$ cat config.mk
export PLATFORM = sky130hd
export DESIGN_NAME = flash_bufprog_seq
export DESIGN_NICKNAME = d
export VERILOG_FILES = /design/src/rtl/fbp_pkg.sv /design/src/rtl/fbp_rst_sync.sv /design/src/rtl/fbp_timer.sv /design/src/rtl/fbp_req_chk.sv /design/src/rtl/fbp_stat_dec.sv /design/src/rtl/flash_bufprog_seq.sv
export SDC_FILE = /design/constraint.sdc
export NUM_CORES = 1
export LEC_CHECK = 0
export ABC_AREA = 1
export BUFFER_PORTS_ARGS = -buffer_cell sky130_fd_sc_hd__buf_4
export CORE_MARGIN = 5
export CORE_UTILIZATION = 54
export DETAILED_ROUTE_END_ITERATION = 10
export PLACE_DENSITY = 0.9
export SYNTH_ARGS = -nofsm -noshare
export SYNTH_HDL_FRONTEND = slang
export SYNTH_SLANG_ARGS = --single-unit
$ cat constraint.sdc
create_clock -name clk -period 5.1 [get_ports clk]
set_input_delay 1.02 -clock clk [delete_from_list [all_inputs] [get_ports clk]]
set_output_delay 1.02 -clock clk [all_outputs]
set_load 0.01 [all_outputs]
$ cat src/rtl/fbp_pkg.sv
package fbp_pkg;

  localparam int DW = 32;

  localparam logic [15:0] CMD_BUF_REQ = 16'h00E8;
  localparam logic [15:0] CMD_RD_STAT = 16'h0070;
  localparam logic [15:0] CMD_CONFIRM = 16'h00D0;

  localparam int          READY_BIT = 7;
  localparam logic [7:0]  ERR_MASK  = 8'h3A;

  typedef enum logic [1:0] {
    CAUSE_NONE    = 2'd0,
    CAUSE_BUF_TMO = 2'd1,
    CAUSE_RDY_TMO = 2'd2,
    CAUSE_DEV_ERR = 2'd3
  } cause_e;

  typedef enum logic [3:0] {
    ST_IDLE,
    ST_REQ,
    ST_POLL,
    ST_RS_CMD,
    ST_RS_RD,
    ST_COUNT,
    ST_FILL,
    ST_CONFIRM,
    ST_WAIT
  } state_e;

  function automatic logic [DW-1:0] rep16(input logic [15:0] v);
    return {v, v};
  endfunction

endpackage

$ cat src/rtl/fbp_rst_sync.sv
module fbp_rst_sync (
  input  logic clk,
  input  logic rst_n,
  output logic rst_n_sync
);

  logic [1:0] sync_q;

  always_ff @(posedge clk or negedge rst_n) begin
    if (!rst_n) begin
      sync_q <= 2'b00;
    end else begin
      sync_q <= {sync_q[0], 1'b1};
    end
  end

  assign rst_n_sync = sync_q[1];

endmodule

$ cat src/rtl/fbp_timer.sv
module fbp_timer #(
  parameter int LIMIT = 1000
) (
  input  logic clk,
  input  logic rst_n,
  input  logic clr,
  input  logic en,
  output logic expired
);

  localparam int TW = $clog2(LIMIT + 1) + 1;

  logic [TW-1:0] cnt_q;
  logic [TW-1:0] cnt_d;
  logic          at_lim;

  assign at_lim  = (cnt_q >= TW'(LIMIT));
  assign expired = at_lim;

  always_comb begin
    cnt_d = cnt_q;
    if (clr) begin
      cnt_d = '0;
    end else if (en && !at_lim) begin
      cnt_d = cnt_q + TW'(1);
    end
  end

  always_ff @(posedge clk or negedge rst_n) begin
    if (!rst_n) begin
      cnt_q <= '0;
    end else if (clr || en) begin
      cnt_q <= cnt_d;
    end
  end

endmodule

$ cat src/rtl/fbp_req_chk.sv
module fbp_req_chk #(
  parameter int AW          = 24,
  parameter int CW          = 9,
  parameter int BLOCK_WORDS = 65536,
  parameter int MAX_WORDS   = 256
) (
  input  logic [AW-1:0] addr,
  input  logic [CW-1:0] len,
  output logic          ok
);

  localparam int OW = $clog2(BLOCK_WORDS);

  logic [31:0] off32;
  logic [31:0] len32;

  assign off32 = 32'(addr[OW-1:0]);
  assign len32 = 32'(len);

  assign ok = (len32 != 32'd0) &&
              (len32 <= 32'(MAX_WORDS)) &&
              ((off32 + len32) <= 32'(BLOCK_WORDS));

endmodule

$ cat src/rtl/fbp_stat_dec.sv
module fbp_stat_dec
  import fbp_pkg::*;
(
  input  logic [DW-1:0] word,
  output logic          ready,
  output logic          dev_err
);

  logic [7:0] both;

  assign both    = word[7:0] & word[23:16];
  assign ready   = both[READY_BIT];
  assign dev_err = |(both & ERR_MASK);

endmodule

$ cat src/rtl/flash_bufprog_seq.sv
module flash_bufprog_seq
  import fbp_pkg::*;
#(
  parameter int AW          = 24,
  parameter int BLOCK_WORDS = 65536,
  parameter int MAX_WORDS   = 256,
  parameter int TMO_CYCLES  = 250000000,
  parameter int CW          = $clog2(MAX_WORDS + 1)
) (
  input  logic          clk,
  input  logic          rst_n,
  input  logic          req_valid,
  output logic          req_ready,
  input  logic [AW-1:0] req_blk,
  input  logic [AW-1:0] req_addr,
  input  logic [CW-1:0] req_len,
  input  logic          wr_valid,
  output logic          wr_ready,
  input  logic [31:0]   wr_data,
  output logic          fl_we,
  output logic          fl_re,
  output logic [AW-1:0] fl_addr,
  output logic [31:0]   fl_wdata,
  input  logic [31:0]   fl_rdata,
  output logic          done,
  output logic          err,
  output logic [1:0]    cause,
  output logic [31:0]   status
);

  logic rst_n_s;

  state_e        st_q, st_d;
  logic [AW-1:0] blk_q, blk_d;
  logic [AW-1:0] addr_q, addr_d;
  logic [CW-1:0] len_q, len_d;
  logic [CW-1:0] idx_q, idx_d;
  logic          done_q, done_d;
  logic          err_q, err_d;
  cause_e        cause_q, cause_d;
  logic [DW-1:0] status_q, status_d;

  logic tmr_clr, tmr_en, tmr_exp;
  logic req_ok;
  logic dec_ready, dec_err;
  logic last_word;

  fbp_rst_sync u_rst_sync (
    .clk        (clk),
    .rst_n      (rst_n),
    .rst_n_sync (rst_n_s)
  );

  fbp_timer #(.LIMIT(TMO_CYCLES)) u_timer (
    .clk     (clk),
    .rst_n   (rst_n_s),
    .clr     (tmr_clr),
    .en      (tmr_en),
    .expired (tmr_exp)
  );

  fbp_req_chk #(
    .AW(AW), .CW(CW), .BLOCK_WORDS(BLOCK_WORDS), .MAX_WORDS(MAX_WORDS)
  ) u_req_chk (
    .addr (req_addr),
    .len  (req_len),
    .ok   (req_ok)
  );

  fbp_stat_dec u_stat_dec (
    .word    (fl_rdata),
    .ready   (dec_ready),
    .dev_err (dec_err)
  );

  assign last_word = (idx_q == (len_q - CW'(1)));
  assign req_ready = (st_q == ST_IDLE);

  // next-state and bus decode
  always_comb begin
    st_d     = st_q;
    blk_d    = blk_q;
    addr_d   = addr_q;
    len_d    = len_q;
    idx_d    = idx_q;
    done_d   = 1'b0;
    err_d    = 1'b0;
    cause_d  = CAUSE_NONE;
    status_d = status_q;
    tmr_clr  = 1'b0;
    tmr_en   = 1'b0;
    fl_we    = 1'b0;
    fl_re    = 1'b0;
    fl_addr  = blk_q;
    fl_wdata = '0;
    wr_ready = 1'b0;

    unique case (st_q)
      ST_IDLE: begin
        if (req_valid) begin
          blk_d   = req_blk;
          addr_d  = req_addr;
          len_d   = req_len;
          idx_d   = '0;
          tmr_clr = 1'b1;
          if (req_ok) begin
            st_d = ST_REQ;
          end else begin
            done_d   = 1'b1;
            err_d    = 1'b1;
            status_d = '0;
          end
        end
      end
      ST_REQ: begin
        fl_we    = 1'b1;
        fl_wdata = rep16(CMD_BUF_REQ);
        tmr_en   = 1'b1;
        st_d     = ST_POLL;
      end
      ST_POLL: begin
        fl_re  = 1'b1;
        tmr_en = 1'b1;
        if (dec_ready) begin
          st_d = ST_COUNT;
        end else if (tmr_exp) begin
          st_d = ST_RS_CMD;
        end else begin
          st_d = ST_REQ;
        end
      end
      ST_RS_CMD: begin
        fl_we    = 1'b1;
        fl_wdata = rep16(CMD_RD_STAT);
        st_d     = ST_RS_RD;
      end
      ST_RS_RD: begin
        fl_re    = 1'b1;
        status_d = fl_rdata;
        done_d   = 1'b1;
        err_d    = 1'b1;
        cause_d  = CAUSE_BUF_TMO;
        st_d     = ST_IDLE;
      end
      ST_COUNT: begin
        fl_we    = 1'b1;
        fl_wdata = rep16(16'(len_q - CW'(1)));
        st_d     = ST_FILL;
      end
      ST_FILL: begin
        wr_ready = 1'b1;
        fl_we    = wr_valid;
        fl_addr  = addr_q + AW'(idx_q);
        fl_wdata = wr_data;
        if (wr_valid) begin
          idx_d = idx_q + CW'(1);
          if (last_word) begin
            st_d = ST_CONFIRM;
          end
        end
      end
      ST_CONFIRM: begin
        fl_we    = 1'b1;
        fl_wdata = rep16(CMD_CONFIRM);
        tmr_clr  = 1'b1;
        st_d     = ST_WAIT;
      end
      ST_WAIT: begin
        fl_re  = 1'b1;
        tmr_en = 1'b1;
        if (dec_ready) begin
          done_d   = 1'b1;
          status_d = fl_rdata;
          if (dec_err) begin
            err_d   = 1'b1;
            cause_d = CAUSE_DEV_ERR;
          end
          st_d = ST_IDLE;
        end else if (tmr_exp) begin
          done_d   = 1'b1;
          status_d = fl_rdata;
          err_d    = 1'b1;
          cause_d  = CAUSE_RDY_TMO;
          st_d     = ST_IDLE;
        end
      end
      default: begin
        st_d = ST_IDLE;
      end
    endcase
  end

  // registers
  always_ff @(posedge clk or negedge rst_n_s) begin
    if (!rst_n_s) begin
      st_q     <= ST_IDLE;
      blk_q    <= '0;
      addr_q   <= '0;
      len_q    <= '0;
      idx_q    <= '0;
      done_q   <= 1'b0;
      err_q    <= 1'b0;
      cause_q  <= CAUSE_NONE;
      status_q <= '0;
    end else begin
      st_q     <= st_d;
      blk_q    <= blk_d;
      addr_q   <= addr_d;
      len_q    <= len_d;
      idx_q    <= idx_d;
      done_q   <= done_d;
      err_q    <= err_d;
      cause_q  <= cause_d;
      status_q <= status_d;
    end
  end

  assign done   = done_q;
  assign err    = err_q;
  assign cause  = cause_q;
  assign status = status_q;

endmodule

# Word-level counts from Yosys, hierarchy flattened
# Index checks and enable logic that the tools add are counted.
totals:
  regBits: 137
  in_bits: 125
  out_inout_bits: 96
classes:
  addsub: 6
  order_cmp: 3
  eq_ne: 15
  mux: 39
  bitwise_logic: 1
  n_reduce_logical: 19
op_table:
  columns: ["operator", "n"]
  rows:
  - ["$pmux 32 s5", 1]
  - ["$mux 32", 4]
  - ["$pmux 32 s3", 1]
  - ["$mux 29", 2]
  - ["$le 32x17->1 const B", 1]
  - ["$pmux 4 s8", 1]
  - ["$reduce_bool 32->1", 1]
  - ["$add 29x1->29 const B", 1]
  - ["$ge 29x28->1 const B", 1]
  - ["$add 24x9->24", 1]
  - ["$mux 24", 1]
  - ["$mux 4", 6]
  - ["$mux 9", 2]
  - ["$pmux 9 s2", 1]
  - ["$add 16x9->17", 1]
  - ["$eq 4x3->1 const B", 4]
  - ["$mux 1", 10]
  - ["$sub 9x1->10 const B", 1]
  - ["$add 9x1->9 const B", 1]
  - ["$eq 9x9->1", 1]
  - ["$le 9x9->1 const B", 1]
  - ["$sub 9x1->9 const B", 1]
  - ["$and 8x8->8", 1]
  - ["$eq 4x2->1 const B", 2]
  - ["22 further kinds", 36]

# Logic depth before layout (Yosys ltp)
# Gate-level depths: netlist (run 1).
logic_depth:
  word_depth: 6
  mapped_depth: 20
  depth_no_buf: 19

# Modules after synthesis
# From an unflattened synthesis (run 1), not the netlist that was laid out.
hier_totals:
  hier_cells: 1409
  hier_area_um2: 9562.9
by_module_without_submodules:
  columns: ["module", "n_inst", "cells_per_inst", "area_each_um2", "seq_area_each_um2"]
  rows:
  - ["flash_bufprog_seq", 1, 853, 6391.1, 2652.5]
  - ["fbp_timer", 1, 369, 2218.4, 725.7]
  - ["fbp_req_chk", 1, 173, 858.3, 0.0]
  - ["fbp_rst_sync", 1, 3, 53.8, 50.0]
  - ["fbp_stat_dec", 1, 11, 41.3, 0.0]

# Worst setup path before layout (run 1)
# OpenSTA, ideal clock, no wires.
synth_path:
  path_type: "register to output"
  from: "register idx_q[0]"
  to: "output fl_addr[18]"
  t_arrival_ns: 2.263
  t_required_ns: 4.080
  path_slack_ns: 1.817
  stages_incl_launch_ff: 13
  n_path_buf: 0
  cell_sequence: "dfrtp_1 > ha_1 > inv_1 > fa_1 > nand3b_1 > nand2_1 > nand2_1 > nand2_1 > a21oi_1 > o21ai_1 > nand4_1 > xor2_1 > o21ai_0"
synth_via:
  elab_chain_len: 2
synth_rtl:
  columns: ["element", "line", "rtl"]
  rows:
  - ["from (decl)", "flash_bufprog_seq.sv:37", "logic [CW-1:0] idx_q, idx_d;"]
  - ["from (signal assigned)", "flash_bufprog_seq.sv:210", "idx_q <= idx_d;"]
  - ["$add 24x9->24", "flash_bufprog_seq.sv:153", "fl_addr = addr_q + AW'(idx_q);"]
  - ["$mux 24", "flash_bufprog_seq.sv:98", "unique case (st_q)"]
  - ["to (decl)", "flash_bufprog_seq.sv:22", "output logic [AW-1:0] fl_addr,"]
# No other way between the ends.

# Worst setup path in the final report (run 1)
# Ends and elaborated chain as after synthesis.

==> results of run 1 <==
cells in the final DEF, fill, tap and decap left out, types with 2 or more instances in the layout:
master      instances
ha_1               22
buf_4             226
dfrtp_1           136
or2_2               2
o31ai_1             5
inv_1             146
clkbuf_16          17
fa_1                2
a21oi_1            34
nor3_2              2
nand2_2             4
nor4_1              5
a21boi_0            2
and2_1              2
o21ai_1             4
nor2_1            120
clkinv_4            4
nand2_1           452
nor3_1             22
o2111ai_1           2
clkinvlp_4          3
xnor2_1            10
nand3_1            89
o21a_1              3
nand3b_1            2
nor2_2              3
a31oi_1             6
inv_2               7
inv_6               4
o22ai_1             5
o21ai_0            66
nand4_1            26
xor2_1             24
routing by layer:
layer / vias up / global-route usage / routed length (microns)
met5: - / 0 / 0
met2: 420 / 0.4474 / 12350
met4: 0 / 0.1086 / 893
met1: 4163 / 0.3628 / 10350
met3: 72 / 0.05440 / 2281
li1: 4396 / - / -
cells in the mapped netlist (4+ instances only):
cell type | count | area share
buf_1 | 4 | 0.0017
xnor2_1 | 10 | 0.010
inv_1 | 146 | 0.064
inv_2 | 7 | 0.0031
clkbuf_1 | 24 | 0.010
nor3_1 | 23 | 0.013
dfrtp_1 | 137 | 0.40
nor2_1 | 121 | 0.053
a21oi_1 | 34 | 0.020
nor4_1 | 5 | 0.0036
buf_2 | 9 | 0.0052
o21ai_0 | 66 | 0.038
o21ai_1 | 4 | 0.0023
a31oi_1 | 6 | 0.0044
xor2_1 | 24 | 0.024
ha_1 | 22 | 0.032
nand2_1 | 452 | 0.20
nand4_1 | 26 | 0.019
nand3_1 | 89 | 0.052
o22ai_1 | 5 | 0.0036
o31ai_1 | 5 | 0.0044
nand2_2 | 4 | 0.0029
per-stage QoR:
stage / utilization / power [uW] / hold slack, ns
2_1_floorplan: - / 3243 / 0.3312
5_1_grt: 0.6952 / 5810 / 0.3538
3_3_place_gp: 0.6586 / 4164 / 0.3430
6_report: 0.6952 / 5462 / 0.3561
4_1_cts: 0.6952 / 5448 / 0.3583
3_5_place_dp: 0.6586 / 4232 / 0.3370
registers in the layout (all words and copies together), names as in the netlist:
signal	flops
cause	2
u_rst_sync.sync_q	2
idx_q	9
addr_q	24
st_q	4
blk_q	24
err	1
done	1
status	32
u_timer.cnt_q	29
len_q	9
final cells by class:
class	instances	area [sq um]	share of cell area
repair buffers	226	1697	0.1548
well taps	216	270.3	0.02465
flip-flops and latches	137	3432	0.3131
inverters	154	578.1	0.05273
multi-input cells	926	4409	0.4022
clock buffers	19	442.9	0.04040
clock inverters	13	133.9	0.01221
report_power, final:
part	leakage [uW]	internal, uW	switching [uW]	total (uW)
clock network	0.000273	695	503	1200
registers	0.00180	1440	292	1730
logic	0.00390	942	1590	2530
kinds of logic after synthesis:
logic type,share of synthesized area
AO/OA/AOI/OAI,0.08337
flip-flops,0.3987
XOR/XNOR,0.03463
buffers and inverters,0.08948
adder cells (fa/ha/maj),0.03666
AND/OR/NAND/NOR,0.3568
other,0.0004361
critical path: cells and delay by family (launching register included):
kind,cells,cell delay [ns]
AOI/OAI and AO/OA,3,0.69
buffers and inverters,2,0.21
xor gates and xnor gates,1,0.18
adders and majority gates,2,0.59
DFF,1,0.41
and+or+nand+nor,5,0.57
path summary, 6_finish.rpt:
kind,startpoint,endpoint,depth (start not counted)
min,u_rst_sync.sync_q[0]$_DFF_PN0_,u_rst_sync.sync_q[1]$_DFF_PN0_,0
max reg2reg,st_q[3]$_DFFE_PN0P_,u_timer.cnt_q[15]$_DFFE_PN0P_,10
max,idx_q[0]$_DFFE_PN0P_,fl_addr[18],13
min reg2reg,u_rst_sync.sync_q[0]$_DFF_PN0_,u_rst_sync.sync_q[1]$_DFF_PN0_,0
min in group asynchronous,rst_n,u_rst_sync.sync_q[1]$_DFF_PN0_,1
max in group asynchronous,u_rst_sync.sync_q[1]$_DFF_PN0_,status[7]$_DFFE_PN0P_,1
==> flow_summary.toml, run 1 <==
[outcome]
status = "completed"

[floorplanning]
start_util = 0.5453
row_count = 46
core_sq_um = 15770
io_pins = 221
design.die.area_sq_um = 18550
chipHeight_microns = 136.2
die_w_microns = 136.2

[placed_design]
io_buffers = 220
pre_cts_ws_ns = 1.280
gp_congestion = 0.9409
placed_area_sq_um = 10390
dp.cells = 1659
dpl.hpwl_microns = 19200

[layout]
antenna_cells = 0
fin_cells = 1691
area_delta_synth_final_pct = 27.48
nets = 1611
nFillCells = 1267
stdcell_area_sq_um = 10960
drive_gt1_frac = 0.1912

[sta]
clock_skew_ns = 0.01052
min_period_over_period = 0.8023
setup_slack_ns = 1.008
timing.fmax_mhz = 244.4
rsz0062_at_grt = "false"
period_minus_slack_ns = 4.092
hold_violations = 0
setup_violations = 0
max_slew_margin = 0.3427
tns_ns = 0
tightest_slew_ns = 0.9849
final_max_slew_viol_count = 0

[global_route]
grt_util_all_layers = 0.2752
grt_pass1_vias = 8443
grt_max_degree = 74
grt_pass1_wl_microns = 40830
grt_remaining_overflow = 0
antenna_found_initial = 0

[synth]
syn_avg_cell_area_sq_um = 6.836
syn_area_sq_um = 8599
yosys_warnings = 0
synth-edff-count = 0
synth_nets = 1407
yosysSeqAreaShare = 0.3987
synth_cell_types = 46
syn_inst = 1258
ys_ff_latch = 137
async_reset_ff_frac = 1.000
synth_ff_type = "dfrtp_1"

[worst_setup_path]
end_kind = "output port"
cp-start-kind = "flip-flop"
crit_slowest_cell = "dfrtp_1"
worst_ep_arrival_time_ns = 3.07
cp.required_ns = 4.08
crit_top_cell = "nand2_1"
crit_chain = "ha_1 -> inv_1 -> fa_1 -> nand3b_1 -> nand2_1 -> nand2_1 -> nand2_1 -> a21oi_1 -> o21ai_1 -> nand4_1 -> xor2_1 -> o21ai_0 -> buf_4"
worstPathMaxFanout = 6
cpPeakStageDelay_ns = 0.41
rrSetupSlack_ns = 2.30
path_class = "reg -> out"

[route]
drt_iter0_drc = 868
wl_per_cell_microns = 15.30
routed_wl_microns = 25870
drc = 0
ant_nets = 0
dr.pass1.iters = 5
vias_per_cell = 5.352
vias = 9051

[worst_hold_path]
hp-class = "reg -> reg"

[clock_network]
ctsResizeCount = 0
insertion_delay_ns = 0.43
cts_tree = "yes"
cts_hold_buf = 0
h-tree-depth = 4
cts_sinks = 137
clk_path_buf_depth = 2
cts_setup_buffers = 0
cts-root-buf = "clkbuf_16"
numCtsBuffers = 17
clkSlewWorstSetupHoldPaths_ns = 0.06

[pwr]
power_leakage_uw = 0.005974
powerDensity_nw_per_um2 = 498.2
ir_worst_vdd_v = 0.0003551

[flow_run]
max_cap_viol_count = 0
Power figures use the tool's default switching activity.
==> inputs of run 2 (changes only) <==
- CORE_UTILIZATION: 54 -> 49
- PLACE_DENSITY: 0.9 -> 0.87
- clock period: 5.1 -> 3.7 ns (I/O delays scaled with it)
==> run 2 against run 1 <==
  * Critical path depth unchanged
  * Clock skew about the same
  * Utilization down 5.0 points
  * Flip-flop and latch count unchanged
  * Via count down 1.2%
  * Register-to-register slack worse by 1.4 ns
  * Clock power up 58%
  * Wire length down 1.3%
  * Hold slack worse by 0.27 ns
  * Critical path type unchanged
==> flow_summary.toml, run 2 (same netlist as run 1, synthesis figures left out) <==
[route]
drt_iter0_drc = 604
drc = 0
dr.pass1.iters = 5
routed_wl_microns = 25520
ant_nets = 0
vias_per_cell = 5.237
vias = 8944
wl_per_cell_microns = 14.94

[sta]
hold_violations = 0
tns_ns = 0
setup_violations = 0
tightest_slew_ns = 1.010
min_period_over_period = 0.9641
period_minus_slack_ns = 3.567
clock_skew_ns = 0.01066
max_slew_margin = 0.3256
final_max_slew_viol_count = 0
timing.fmax_mhz = 280.3

[pwr]
power_leakage_uw = 0.006050
powerDensity_nw_per_um2 = 698.5
p_seq_frac = 0.304
comb_power_share = 0.453
intPower_uw = 4514
pwr-share-clk = 0.243
p_sw_uw = 3257
switching_share = 0.4191
ir_worst_vdd_v = 0.0004175

[floorplanning]
design.die.area_sq_um = 20300
row_count = 48
die_w_microns = 142.5
chipHeight_microns = 142.5
core_sq_um = 17240
start_util = 0.4989
io_pins = 221

[worst_setup_path]
cp-start-kind = "flip-flop"
crit_family = "compound AO/OA/AOI/OAI gates"
crit_chain = "ha_1 -> inv_1 -> fa_1 -> nand3b_1 -> nand2_1 -> nand2_1 -> nand2_1 -> a21oi_1 -> o21ai_2 -> buf_4 -> nand3_1 -> a31oi_1 -> buf_4"
cpPeakStageDelay_ns = 0.40
crit_slowest_cell = "fa_1"
path_class = "reg -> out"
worstPathMaxFanout = 5
path_buf_inv = 3
end_kind = "output port"
cp.required_ns = 2.96
crit_top_cell = "nand2_1"
worst_ep_arrival_time_ns = 2.83

[flow_run]
max_cap_viol_count = 0

[placed_design]
dp.cells = 1673
gp_congestion = 0.8667
placed_area_sq_um = 10450
io_buffers = 220
dpl.hpwl_microns = 18840

[layout]
final_common_cell = "nand2_1"
largest_reg_flops = 32
drive_gt1_frac = 0.1969
fin_cells = 1708
area_delta_synth_final_pct = 29.39
antenna_cells = 0
final_cell_mix = "nand2_1 (452), buf_4 (233), inv_1 (146), dfrtp_1 (136), nor2_1 (120)"
final_util = 0.6455
nets = 1619
stdcell_area_sq_um = 11130

[global_route]
grt_max_degree = 136
grt_pass1_vias = 8356
use_met2 = 0.4060
met1_usage = 0.3227
grt_util_all_layers = 0.2452
gr-usage-met3 = 0.04469
antenna_found_initial = 0
grt_pass1_wl_microns = 40500
grt_remaining_overflow = 0
busiest_layer = "met2"

[clock_network]
insertion_delay_ns = 0.43
clkSlewWorstSetupHoldPaths_ns = 0.06
numCtsBuffers = 17
cts_tree = "yes"
h-tree-depth = 4
clk_path_buf_depth = 2
cts_sinks = 137
cts-root-buf = "clkbuf_16"

[worst_hold_path]
hp-class = "in -> async"

[outcome]
status = "completed"
[run 2: cell count changes in the layout (fill, tap and decap cells not counted), sizes merged]
cell / previous run / this run
buf: 226 / 234
clkinvlp: 3 / 4
bufinv: 1 / 5
clkbuf: 19 / 18
inv: 158 / 155
clkinv: 5 / 4
[run 2: cell type report]
cell class / count / area, sq um
Clock buffer: 18 / 429.2
Clock inverter: 14 / 220.2
Fill cell: 1424 / 6110
Inverter: 154 / 578.1
Multi-Input combinational cell: 926 / 4417
Sequential cell: 137 / 3432
Tap cell: 225 / 281.5
Timing Repair Buffer: 234 / 1769
[run 2: power groups by stage]
stage | Sequential (uW) | Clock [uW] | Combinational, uW
2_1_floorplan | 2360 | 0 | 2110
3_3_place_gp | 2350 | 0 | 3410
3_5_place_dp | 2360 | 0 | 3490
4_1_cts | 2350 | 1900 | 3520
5_1_grt | 2410 | 1970 | 3900
6_report | 2360 | 1890 | 3520
[run 2: final timing paths]
| path | startpoint | endpoint | slack, ns | cells past startpoint |
|---|---|---|---|---|
| worst max-delay path | idx_q[0]$_DFFE_PN0P_ | fl_addr[20] | 0.13 | 13 |
| worst min-delay path | rst_n | u_rst_sync.sync_q[0]$_DFF_PN0_ | 0.09 | 1 |
| worst max register to register | st_q[0]$_DFFE_PN0P_ | status[17]$_DFFE_PN0P_ | 0.88 | 9 |
| worst min register to register | u_rst_sync.sync_q[0]$_DFF_PN0_ | u_rst_sync.sync_q[1]$_DFF_PN0_ | 0.36 | 0 |
| max in group asynchronous | u_rst_sync.sync_q[1]$_DFF_PN0_ | blk_q[0]$_DFFE_PN0P_ | 2.73 | 1 |
| min in group clk | u_rst_sync.sync_q[0]$_DFF_PN0_ | u_rst_sync.sync_q[1]$_DFF_PN0_ | 0.36 | 0 |
[run 2: worst reg2reg max path, delay by kind of cell (launching register included)]
kind / cells / cell delay (ns)
simple gates: 6 / 1.26
compound gates: 1 / 0.64
flops: 1 / 0.42
buf+inv: 2 / 0.40
[run 2: metrics by stage]
step | setup slack [ns] | total power [uW] | hold slack [ns]
6_report | 0.1327 | 7772 | 0.08680
4_1_cts | 0.04217 | 7766 | 0.08511
3_5_place_dp | 0.3864 | 5853 | 0.3512
3_3_place_gp | 0.4305 | 5761 | 0.3356
5_1_grt | -0.01725 | 8284 | 0.07785
2_1_floorplan | 0.6966 | 4469 | 0.3311
[run 2: per-layer routing]
layer  share of wire  routed length, microns
met1            0.42                   10590
met2            0.49                   12470
met3           0.071                    1808
met4           0.025                     646
met5               0                       0
[run 2: repair_timing]
| action | in CTS | in global routing |
|---|---|---|
| hold buffers | 0 | 0 |
| pin swaps | 0 | 3 |
| buffers inserted | 0 | 3 |
| gates resized for setup | 1 | 5 |
| setup endpoints to repair | 2 | 20 |
==> inputs of run 3 (changes only) <==
- CORE_UTILIZATION: 49 -> 60
- CTS_BUF_LIST: default -> sky130_fd_sc_hd__clkbuf_8
- PLACE_DENSITY: 0.87 -> 0.88
- clock period: 3.7 -> 4.5 ns (I/O delays scaled with it)
==> run 3 against run 2 <==
  * Clock power shrank 37%
  * Clock skew shrank 0.0034 ns
  * Flip-flop and latch count is the same
  * Utilization grew 13 points
  * First-iteration DRC count grew 16%
  * Cell count shrank 3.0%
==> flow_summary.toml, run 3 (same netlist as run 1, synthesis figures left out) <==
[layout]
final_common_cell = "nand2_1"
nets = 1613
antenna_cells = 0
drive_gt1_frac = 0.1923
final_cell_mix = "nand2_1 (452), buf_4 (228), inv_1 (147), dfrtp_1 (136), nor2_1 (120)"
largest_reg_flops = 32
area_delta_synth_final_pct = 25.90

[clock_network]
cts_setup_buffers = 0
clk_path_buf_depth = 2
cts-root-buf = "clkbuf_8"
numCtsBuffers = 17
cts_sinks = 137
h-tree-depth = 4
insertion_delay_ns = 0.46
cts_hold_buf = 0
cts_tree = "yes"
clkSlewWorstSetupHoldPaths_ns = 0.08
ctsResizeCount = 0

[floorplanning]
die_w_microns = 129.7
design.die.area_sq_um = 16830
start_util = 0.6148
chipHeight_microns = 129.7
core_sq_um = 13990
row_count = 43
io_pins = 221

[sta]
period_minus_slack_ns = 3.984
final_max_slew_viol_count = 0
timing.fmax_mhz = 251.0
setup_slack_ns = 0.5163
tns_ns = 0
tightest_slew_ns = 0.9522
hold_violations = 0
min_period_over_period = 0.8853
rsz0062_at_grt = "false"
setup_violations = 0
max_slew_margin = 0.3645
clock_skew_ns = 0.007253

[global_route]
antenna_found_initial = 0
grt_util_all_layers = 0.2947
grt_remaining_overflow = 0
grt_max_degree = 74
grt_pass1_vias = 8173
grt_pass1_wl_microns = 39720

[worst_setup_path]
cp-start-kind = "flip-flop"
cp.required_ns = 3.60
crit_chain = "ha_1 -> inv_1 -> fa_1 -> nand3b_1 -> nand2_1 -> nand2_1 -> nand2_1 -> a21oi_1 -> o21ai_1 -> nand4_1 -> xor2_1 -> o21ai_0 -> buf_4"
worst_ep_arrival_time_ns = 3.08
crit_slowest_cell = "dfrtp_1"
crit_top_cell = "nand2_1"
end_kind = "output port"
worstPathMaxFanout = 6
path_class = "reg -> out"
cpPeakStageDelay_ns = 0.42

[route]
ant_nets = 0
routed_wl_microns = 24820
vias_per_cell = 5.366
drc = 0
wl_per_cell_microns = 14.98
dr.pass1.iters = 5
drt_iter0_drc = 702
vias = 8891

[placed_design]
dpl.hpwl_microns = 18710
io_buffers = 220
gp_congestion = 0.9170
pre_cts_ws_ns = 0.8153

[flow_run]
max_cap_viol_count = 0

[worst_hold_path]
hp-class = "in -> async"

[pwr]
ir_worst_vdd_v = 0.0003187
power_leakage_uw = 0.005943
powerDensity_nw_per_um2 = 552.0

[outcome]
status = "completed"
==> run 3: cell count changes in the layout (fill, tap and decap cells not counted), moves of 2 or more <==
| cell | delta |
|---|---|
| buf_4 | -5 |
| clkbuf_16 | -17 |
| o21ai_2 | -2 |
| o21ai_0 | +3 |
| clkinv_4 | -2 |
| clkbuf_8 | +20 |
==> run 3: final timing paths <==
path / from / end / slack (ns) / cells after the start
worst max-delay path: idx_q[0]$_DFFE_PN0P_ / fl_addr[18] / 0.52 / 13
worst max register to register: st_q[0]$_DFFE_PN0P_ / u_timer.cnt_q[15]$_DFFE_PN0P_ / 1.50 / 10
min in group clk: u_rst_sync.sync_q[0]$_DFF_PN0_ / u_rst_sync.sync_q[1]$_DFF_PN0_ / 0.35 / 0
worst min-delay path: rst_n / u_rst_sync.sync_q[1]$_DFF_PN0_ / 0.20 / 1
max in group asynchronous: u_rst_sync.sync_q[1]$_DFF_PN0_ / u_timer.cnt_q[6]$_DFFE_PN0P_ / 2.99 / 1
worst min register to register: u_rst_sync.sync_q[0]$_DFF_PN0_ / u_rst_sync.sync_q[1]$_DFF_PN0_ / 0.35 / 0
==> run 3: cell type report <==
class,count,area [sq um]
multi-input cells,926,4409
flip-flops and latches,137,3432
fillers,1071,3162
repair buffers,228,1712
inverters,154,578.1
clock buffers,20,275.3
well taps,180,225.2
clock inverters,12,195.2
==> run 3: critical path: cells and delay by family (launching register included) <==
kind / cells / cell delay, ns
xor+xnor: 1 / 0.18
fa+ha+maj: 2 / 0.59
compound gates: 3 / 0.67
simple gates: 5 / 0.56
flops: 1 / 0.42
buf+inv: 2 / 0.22
==> run 3: through the flow <==
| stage | util | hold WS [ns] | total power [uW] | area, sq um | cells |
|---|---|---|---|---|---|
| 4_1_cts | 0.7740 | 0.1908 | 5975 | 10830 | 1657 |
| 3_3_place_gp | 0.7403 | 0.3352 | 4704 | 10360 | 1625 |
| 6_report | 0.7740 | 0.2000 | 5976 | 10830 | 1657 |
| 3_5_place_dp | 0.7403 | 0.3347 | 4768 | 10360 | 1625 |
| 5_1_grt | 0.7740 | 0.1748 | 6399 | 10830 | 1657 |
| 2_1_floorplan | - | 0.3312 | 3675 | 8600 | 1258 |
==> run 3: where the power goes <==
group          switching, uW  total, uW  internal (uW)  leakage, uW
combinational           1750       2820           1070      0.00391
sequential               329       1960           1630      0.00180
clock                    497       1200            702     0.000233
total                   2570       5980           3400      0.00594
==> run 3: metal layers <==
metal / vias to the layer above / global-route usage / routed length (microns)
met5: - / 0 / 0
li1: 4392 / - / -
met4: 0 / 0.09108 / 685
met1: 4071 / 0.3940 / 10260
met2: 375 / 0.4877 / 11830
met3: 53 / 0.05894 / 2037
